`config.mk`:
```
export PLATFORM = sky130hd
export DESIGN_NAME = can_rx_mailbox_bank
export DESIGN_NICKNAME = d
export VERILOG_FILES = /design/src/rtl/can_rxmb_pkg.sv /design/src/rtl/rxmb_pick.sv /design/src/rtl/rxmb_slot.sv /design/src/rtl/rxmb_rdmux.sv /design/src/rtl/can_rx_mailbox_bank.sv
export SDC_FILE = /design/constraint.sdc
export NUM_CORES = 2
export LEC_CHECK = 0
export ABC_CLOCK_PERIOD_IN_PS = 3700
export BUFFER_PORTS_ARGS = -buffer_cell sky130_fd_sc_hd__buf_2
export CORE_MARGIN = 2
export CORE_UTILIZATION = 60
export CTS_CLUSTER_SIZE = 28
export DETAILED_ROUTE_END_ITERATION = 8
export PLACE_DENSITY = 0.88
export SLEW_MARGIN = 20
export SYNTH_ARGS = -nofsm -noshare
export SYNTH_HDL_FRONTEND = slang
export SYNTH_SLANG_ARGS = --single-unit
```
`constraint.sdc`:
```
create_clock -name clk -period 3.7 [get_ports clk]
set_input_delay 0.185 -clock clk [delete_from_list [all_inputs] [get_ports clk]]
set_output_delay 0.185 -clock clk [all_outputs]
set_load 0.1 [all_outputs]
```
`src/rtl/can_rxmb_pkg.sv`:
```
package can_rxmb_pkg;
   localparam int REG_W     = 32;
   localparam int MODE_W    = 3;
   localparam int MODE_LSB  = 24;

   localparam logic [MODE_W-1:0] MODE_OFF    = 3'd0;
   localparam logic [MODE_W-1:0] MODE_RX     = 3'd1;
   localparam logic [MODE_W-1:0] MODE_RX_OVR = 3'd2;
   localparam logic [MODE_W-1:0] MODE_TX     = 3'd3;

   typedef enum logic [2:0] {
      SEL_MODE   = 3'd0,
      SEL_ID     = 3'd1,
      SEL_STATUS = 3'd2,
      SEL_DLO    = 3'd3,
      SEL_DHI    = 3'd4
   } rd_sel_e;

   typedef struct packed {
      logic        ext;
      logic        rtr;
      logic [28:0] id;
      logic [3:0]  dlc;
      logic [31:0] lo;
      logic [31:0] hi;
   } rx_frame_t;
endpackage

```
`src/rtl/rxmb_pick.sv`:
```
module rxmb_pick
   import can_rxmb_pkg::*;
#(
   parameter int NUM_MB    = 12,
   parameter bit ALLOW_OVR = 1'b1
) (
   input  logic [NUM_MB-1:0][MODE_W-1:0] mode,
   input  logic [NUM_MB-1:0]             ready,
   output logic [NUM_MB-1:0]             sel,
   output logic                          hit
);
   logic [NUM_MB-1:0] free_v;
   logic [NUM_MB-1:0] ovr_v;
   logic [NUM_MB-1:0] free_pick;
   logic [NUM_MB-1:0] ovr_pick;

   for (genvar i = 0; i < NUM_MB; i++) begin : g_elig
      assign free_v[i] = ((mode[i] == MODE_RX) || (mode[i] == MODE_RX_OVR)) && !ready[i];
   end

   if (ALLOW_OVR) begin : g_ovr
      for (genvar i = 0; i < NUM_MB; i++) begin : g_bit
         assign ovr_v[i] = (mode[i] == MODE_RX_OVR) && ready[i];
      end
   end else begin : g_no_ovr
      assign ovr_v = '0;
   end

   always_comb begin
      logic found;
      free_pick = '0;
      found     = 1'b0;
      for (int i = 0; i < NUM_MB; i++) begin
         if (free_v[i] && !found) begin
            free_pick[i] = 1'b1;
            found        = 1'b1;
         end
      end
   end

   always_comb begin
      logic found;
      ovr_pick = '0;
      found    = 1'b0;
      for (int i = 0; i < NUM_MB; i++) begin
         if (ovr_v[i] && !found) begin
            ovr_pick[i] = 1'b1;
            found       = 1'b1;
         end
      end
   end

   assign sel = (|free_v) ? free_pick : ovr_pick;
   assign hit = |sel;
endmodule

```
`src/rtl/rxmb_slot.sv`:
```
module rxmb_slot
   import can_rxmb_pkg::*;
(
   input  logic                 clk,
   input  logic                 rst_n,
   input  logic                 store,
   input  logic                 rearm,
   input  logic                 mode_we,
   input  logic [MODE_W-1:0]    mode_wval,
   input  rx_frame_t            frame,
   output logic [MODE_W-1:0]    mode,
   output logic                 ready,
   output logic [REG_W-1:0]     id_reg,
   output logic [REG_W-1:0]     stat_reg,
   output logic [REG_W-1:0]     lo_reg,
   output logic [REG_W-1:0]     hi_reg
);
   logic       ignored;
   logic       rtr_q;
   logic [3:0] dlc_q;
   logic [REG_W-1:0] id_enc;

   assign id_enc = frame.ext ? {2'b00, 1'b1, frame.id}
                             : {2'b00, 1'b0, frame.id[10:0], 18'd0};

   always_ff @(posedge clk) begin
      if (!rst_n) begin
         mode    <= MODE_OFF;
         ready   <= 1'b0;
         ignored <= 1'b0;
         rtr_q   <= 1'b0;
         dlc_q   <= '0;
         id_reg  <= '0;
         lo_reg  <= '0;
         hi_reg  <= '0;
      end else begin
         if (mode_we) begin
            mode <= mode_wval;
         end
         if (store) begin
            ready   <= 1'b1;
            ignored <= ready && !rearm;
            rtr_q   <= frame.rtr;
            dlc_q   <= frame.dlc;
            id_reg  <= id_enc;
            lo_reg  <= frame.lo;
            hi_reg  <= frame.hi;
         end else if (rearm) begin
            ready   <= 1'b0;
            ignored <= 1'b0;
         end
      end
   end

   assign stat_reg = {7'd0, ignored, ready, 2'b00, rtr_q, dlc_q, 16'd0};
endmodule

```
`src/rtl/rxmb_rdmux.sv`:
```
module rxmb_rdmux
   import can_rxmb_pkg::*;
#(
   parameter int NUM_MB = 12,
   parameter int IDX_W  = 4
) (
   input  logic [IDX_W-1:0]              rd_idx,
   input  logic [2:0]                    rd_sel,
   input  logic [NUM_MB-1:0][MODE_W-1:0] mode,
   input  logic [NUM_MB-1:0][REG_W-1:0]  id_regs,
   input  logic [NUM_MB-1:0][REG_W-1:0]  stat_regs,
   input  logic [NUM_MB-1:0][REG_W-1:0]  lo_regs,
   input  logic [NUM_MB-1:0][REG_W-1:0]  hi_regs,
   output logic [REG_W-1:0]              rd_data
);
   always_comb begin
      rd_data = '0;
      for (int i = 0; i < NUM_MB; i++) begin
         if (int'(rd_idx) == i) begin
            case (rd_sel)
               SEL_MODE:   rd_data = {{(REG_W-MODE_LSB-MODE_W){1'b0}}, mode[i], {MODE_LSB{1'b0}}};
               SEL_ID:     rd_data = id_regs[i];
               SEL_STATUS: rd_data = stat_regs[i];
               SEL_DLO:    rd_data = lo_regs[i];
               SEL_DHI:    rd_data = hi_regs[i];
               default:    rd_data = '0;
            endcase
         end
      end
   end
endmodule

```
`src/rtl/can_rx_mailbox_bank.sv`:
```
module can_rx_mailbox_bank
   import can_rxmb_pkg::*;
#(
   parameter int NUM_MB    = 12,
   parameter bit ALLOW_OVR = 1'b1,
   localparam int IDX_W    = (NUM_MB > 1) ? $clog2(NUM_MB) : 1
) (
   input  logic              clk,
   input  logic              rst_n,
   input  logic              frm_valid,
   input  logic              frm_ext,
   input  logic              frm_rtr,
   input  logic [28:0]       frm_id,
   input  logic [3:0]        frm_dlc,
   input  logic [31:0]       frm_data_lo,
   input  logic [31:0]       frm_data_hi,
   input  logic              mode_wr,
   input  logic [IDX_W-1:0]  mode_idx,
   input  logic [31:0]       mode_wdata,
   input  logic              arm_valid,
   input  logic [NUM_MB-1:0] arm_mask,
   input  logic [IDX_W-1:0]  rd_idx,
   input  logic [2:0]        rd_sel,
   output logic [31:0]       rd_data,
   output logic [NUM_MB-1:0] ready_vec,
   output logic              lost_flag
);
   if (NUM_MB < 1 || NUM_MB > REG_W) begin : g_bad_num_mb
      $error("NUM_MB must lie between 1 and the register width");
   end

   rx_frame_t frame;
   assign frame = '{ext: frm_ext, rtr: frm_rtr, id: frm_id, dlc: frm_dlc,
                    lo: frm_data_lo, hi: frm_data_hi};

   logic [NUM_MB-1:0][MODE_W-1:0] mode_q;
   logic [NUM_MB-1:0][REG_W-1:0]  id_q, st_q, lo_q, hi_q;
   logic [NUM_MB-1:0]             pick;
   logic                          pick_hit;

   rxmb_pick #(.NUM_MB(NUM_MB), .ALLOW_OVR(ALLOW_OVR)) u_pick (
      .mode  (mode_q),
      .ready (ready_vec),
      .sel   (pick),
      .hit   (pick_hit)
   );

   for (genvar i = 0; i < NUM_MB; i++) begin : g_slot
      rxmb_slot u_slot (
         .clk       (clk),
         .rst_n     (rst_n),
         .store     (frm_valid && pick[i]),
         .rearm     (arm_valid && arm_mask[i]),
         .mode_we   (mode_wr && (int'(mode_idx) == i)),
         .mode_wval (mode_wdata[MODE_LSB +: MODE_W]),
         .frame     (frame),
         .mode      (mode_q[i]),
         .ready     (ready_vec[i]),
         .id_reg    (id_q[i]),
         .stat_reg  (st_q[i]),
         .lo_reg    (lo_q[i]),
         .hi_reg    (hi_q[i])
      );
   end

   always_ff @(posedge clk) begin
      if (!rst_n) begin
         lost_flag <= 1'b0;
      end else if (frm_valid && !pick_hit) begin
         lost_flag <= 1'b1;
      end
   end

   rxmb_rdmux #(.NUM_MB(NUM_MB), .IDX_W(IDX_W)) u_rdmux (
      .rd_idx    (rd_idx),
      .rd_sel    (rd_sel),
      .mode      (mode_q),
      .id_regs   (id_q),
      .stat_regs (st_q),
      .lo_regs   (lo_q),
      .hi_regs   (hi_q),
      .rd_data   (rd_data)
   );
endmodule

```
======== Word-level counts from Yosys, hierarchy flattened ========
Index checks and enable logic that the tools add are counted.
word-level totals
  flip-flop bits (word level) ............. 1,273
  bits of input ports ..................... 159
  output and inout bits ................... 45
  logic and storage cells ................. 424
cells by class
  equality and inequality tests ........... 50
  multiplexer cells ....................... 106
  reduce and logical (&&, ||, !) cells .... 171
operator list
  kind                count
  $pmux 32 s5         12
  $mux 32             12
  $logic_and 1x1->1   95
  $mux 1              80
  $eq 4x4->1 const B  16
  $logic_not 1->1     47
  $eq 3x2->1 const B  14
  $eq 3x1->1 const B  13
  $mux 30             1
  $reduce_bool 2->1   12
  $reduce_or 12->1    2
  $eq 4x3->1 const B  4
  $logic_or 1x1->1    12
  $mux 12             1
  $eq 4x2->1 const B  2
  $logic_not 4->1     2
  $eq 3x3->1 const B  1
  $logic_not 3->1     1

======== Logic depth before layout (Yosys ltp) ========
  word-level depth ........................ 41
  depth in mapped cells ................... 11
  depth with buffers taken out ............ 6

======== By module ========
From an unflattened synthesis, not the netlist that was laid out.
second synthesis, totals
  cells, all modules ...................... 6,905
  area total of the unflattened synthesis .. 66,301.1 sq um
modules (own cells, without submodules)
  module               times used  cells an instance  area an instance (sq um)  seq. area each (sq um)
  rxmb_slot            12          401                4,312.9                   2,082.0
  rxmb_rdmux           1           1,946              13,593.0                  0.0
  rxmb_pick            1           100                665.6                     0.0
  can_rx_mailbox_bank  1           47                 287.8                     20.0

======== Worst setup path after synthesis ========
Ideal clock, no wire load.
  path kind ............................... input port to output port
  start point ............................. in rd_sel[1]
  end point ............................... out rd_data[30]
  arrival ................................. 4.223 ns
  data required time ...................... 3.515 ns
  path slack .............................. -0.708 ns
  stages .................................. 10
  buffers on the path ..................... 5
  cell sequence ........................... buf_2 nor3b_1 buf_2 clkbuf_1 clkbuf_1 buf_1 a22oi_1 o21ai_0 a21oi_1 o31ai_1
on the way
  longest elaborated chain between the ends .. 14
  elaborated cells between the ends (all ways) .. 29
  those cells by class .................... eq/ne: 4; mux: 24; reduce/logical: 1
ends and longest elaborated chain
  what                                RTL line                   RTL
  start: declaration                  can_rx_mailbox_bank.sv:23  input logic [2:0] rd_sel,
  $eq 3x3->1 (tied with other cells)  rxmb_rdmux.sv:20           case (rd_sel)
  $pmux 32 s5                         rxmb_rdmux.sv:20
  $mux 32 (11 in a row)               rxmb_rdmux.sv:19           if (int'(rd_idx) == i) begin
  $mux 32 (*)                         rxmb_rdmux.sv:19
  end: declaration                    can_rx_mailbox_bank.sv:24  output logic [31:0] rd_data,
Mark *: on every way between the ends. The rest lies on a longest branch, timed or not.

======== Worst setup path in the final report ========
  start point ............................. in rd_sel[0]
  end point ............................... out rd_data[23]
The elaborated chain is that of the path after synthesis.

==> metrics.txt <==
status complete, no violations; CTS max path bufs 3; Top delay family on crit path simple AND/OR/NAND/NOR gates; synthesized cell area 55,000 sq um; I/O pins 204; Setup TNS 0 ps; Placement Rows 111; min cycle time layout 3610 ps; crit path launch rd_sel[0]; global-route wire length before repair 285,000 um; Gate Count Post-Synth 6,159; asr flop ratio synth 0%; max incr delay on CP 870 ps; Core Util, Final 68.7%; hold_sp mode_idx[1]; Max-Cap Viols 0; clock power share 44.1%; vias in the first global route 50,200; Core Area 91,200 sq um; Crit. End Element output pin; Post-DRT Antenna Nets 0; Setup CP Type input pin to output pin; gr ovfl total 0; Pint 21,400 uW; Synth Warn # 0; most common cell after layout, fill and taps aside dfxtp_1; Root Driver clkbuf_16; syn_nets 6,318; Fin. Hold Viols 0; Static Leak 0.0235 uW; initial antenna violation count 13; Worst-Skew Late Latency 730 ps; Hold Path Class input pin to flop; # H-tree levels 3; Final Wtd Congestion 0.942; Worst Tran Pin Value 1130 ps; number of port buffers 174; clock sinks 1,249; RSZ-0062 raised after global routing no; Req. time, crit path 3510 ps; Post-synth EDFFs 0; final setup fails 0; Main synth FF type dfxtp_1; Seq pwr share 47.6%; Slew Viols, Final 0; fill cell count 5,889; vias after detailed routing 51,800; Hold Path Sink g_slot[2].u_slot.mode[1]; CP arrival 3430 ps; layout cells sized above 1 10.3%; Die W 307 um; GRT Util Overall 38.1%; Die Area 94,200 sq um; Die Ht 307 um; wirelength, routed 188,000 um; Comb power frac 8.3%; Syn Area/Cell 8.94 sq um; CP Cell Sequence buf_2 -> nor3b_2 -> buf_4 -> a22oi_1 -> nand3_1 -> nand4_1 -> a211oi_1 -> buf_4 -> or4_1 -> buf_12; Design Power 28,600 uW; post-synth top area share 45.4%; synthesis-to-finish area growth 13.9%; pwr dens 456 nW/um^2; Post-CTS Setup Repair Bufs 0; initial core utilization 60.3%; nets@finish 6,301; TritonCTS clock tree built; sequential area share after synthesis 45.4%; Clock transition at path regs 60 ps; most used cell, CP buf_4; Setup crit start kind input pin; Critical Path Slowest Stage Cell nor3b_2; crit-path max FO 24; Routed WL per cell 25.3 um; Yosys cell types 66; largest area contributor in the netlist dfxtp_1; r2r setup slk 100 ps; Psw 7240 uW; Max-slew headroom 24.6%; drt pass-1 iters 9; FF-to-FF path depth 8; count of state elements after synthesis 1,249; Area contributors post-synth dfxtp_1 45%, mux2i_1 18%, nand2_1 6.4%, o21ai_0 5.5%, nand3_1 4.1%; Reg2Reg Capture Point g_slot[9].u_slot.lo_reg[18]; worst hold stages 4; via/cell ratio 6.97; DR DRC count 0; largest net degree at the start of global routing 204; DP HPWL 110,000 um; f_max 277 MHz; FF-to-FF Start g_slot[1].u_slot.ready; most frequent cells in the layout 1,249 x dfxtp_1, 977 x mux2i_1, 935 x nand2_1; Inserted Clock Buffers 115; switch share 25.3%; skew final 37.4 ps; period utilisation layout 97.6%; DRT iter0 DRCs 8,921; Hold WS 102 ps; Critical path buffers and inverters 4; Max VDD drop 396 uV
-- how the worst max path moves through the flow --
stage	to	slack, ps	cells after the start
2_1_floorplan	rd_data[26]	140	10
3_3_place_gp	rd_data[23]	370	10
3_5_place_dp	rd_data[23]	380	10
4_1_cts	rd_data[23]	380	10
5_1_grt	g_slot[9].u_slot.lo_reg[18]	100	8
6_report	rd_data[23]	90	10
-- metrics by stage --
step           instance area [sq um]  cells  setup slack (ps)
2_1_floorplan                  55000   6159               139
3_3_place_gp                   57600   7099               374
3_5_place_dp                   57600   7099               380
4_1_cts                        62700   7422               379
5_1_grt                        62700   7424              99.5
6_report                       62700   7427              88.1
-- power groups by stage --
| stage | sequential [uW] | combinational [uW] | clock [uW] |
|---|---|---|---|
| 2_1_floorplan | 13900 | 1240 | 0 |
| 3_3_place_gp | 13900 | 2090 | 0 |
| 3_5_place_dp | 13900 | 2120 | 0 |
| 4_1_cts | 13600 | 2230 | 12500 |
| 5_1_grt | 13600 | 2410 | 13000 |
| 6_report | 13600 | 2390 | 12600 |
-- area by class of cell --
type	instances	area, sq um	area share, %
tap	1186	1480	2.37
timing repair buffer	448	4460	7.11
multi-input combinational	4322	27700	44.2
antenna	4	10.0	0.0160
inverter	6	32.5	0.0519
clock buffer	155	3270	5.22
clock inverter	57	699	1.12
sequential	1249	25000	39.9
-- routing by layer --
metal	vias to the layer above	share of wire [%]	track usage, %
li1	22000	-	-
met1	24200	36	47.8
met2	4418	42	56.6
met3	1180	15	12.5
met4	20	7.1	23.7
met5	-	0.070	0
-- what timing repair did --
item,in CTS,in global routing
hold endpoints to repair,353,0
hold buffers,111,0
gates resized for setup,0,0
setup endpoints to repair,0,1
-- synth_stat cells, types with 6 or more instances --
| master | n |
|---|---|
| dfxtp_1 | 1249 |
| mux2i_1 | 977 |
| nand2_1 | 936 |
| o21ai_0 | 604 |
| nand3_1 | 447 |
| a21oi_1 | 415 |
| clkbuf_1 | 405 |
| nor2_1 | 189 |
| a22oi_1 | 106 |
| o22ai_1 | 94 |
| a22o_1 | 85 |
| o2bb2ai_1 | 77 |
| a221oi_1 | 70 |
| buf_2 | 64 |
| buf_1 | 63 |
| mux2_2 | 57 |
| or4_1 | 29 |
| a31oi_1 | 27 |
| buf_6 | 27 |
| buf_4 | 24 |
| nor2b_1 | 21 |
| a21boi_0 | 19 |
| a211o_1 | 17 |
| nand4_1 | 15 |
| nor3_1 | 14 |
| and2_1 | 8 |
| nand2b_1 | 8 |
| a211oi_1 | 7 |
| nor4bb_1 | 7 |
| xor2_1 | 7 |
| inv_1 | 6 |
| nor3b_1 | 6 |
| or3_1 | 6 |
-- logic make-up (layout without fill, tap and decap cells) --
family,count (synthesis),count (layout),share of synthesized area [%]
flip-flops,1249,1249,45.4
XOR/XNOR,12,12,0.191
other,0,4,0
buffers and inverters,589,666,4.69
AND/OR/NAND/NOR,1714,1714,13.6
multiplexers,1038,1038,19.1
AO/OA/AOI/OAI,1557,1558,17.0
-- tightest hold or removal path, stage by stage --
cell and delay, ps:
buf_2 160, nand3b_1 220, mux2i_1 110, nor2_1 80
No activity file was read; power rests on OpenSTA's default activity.
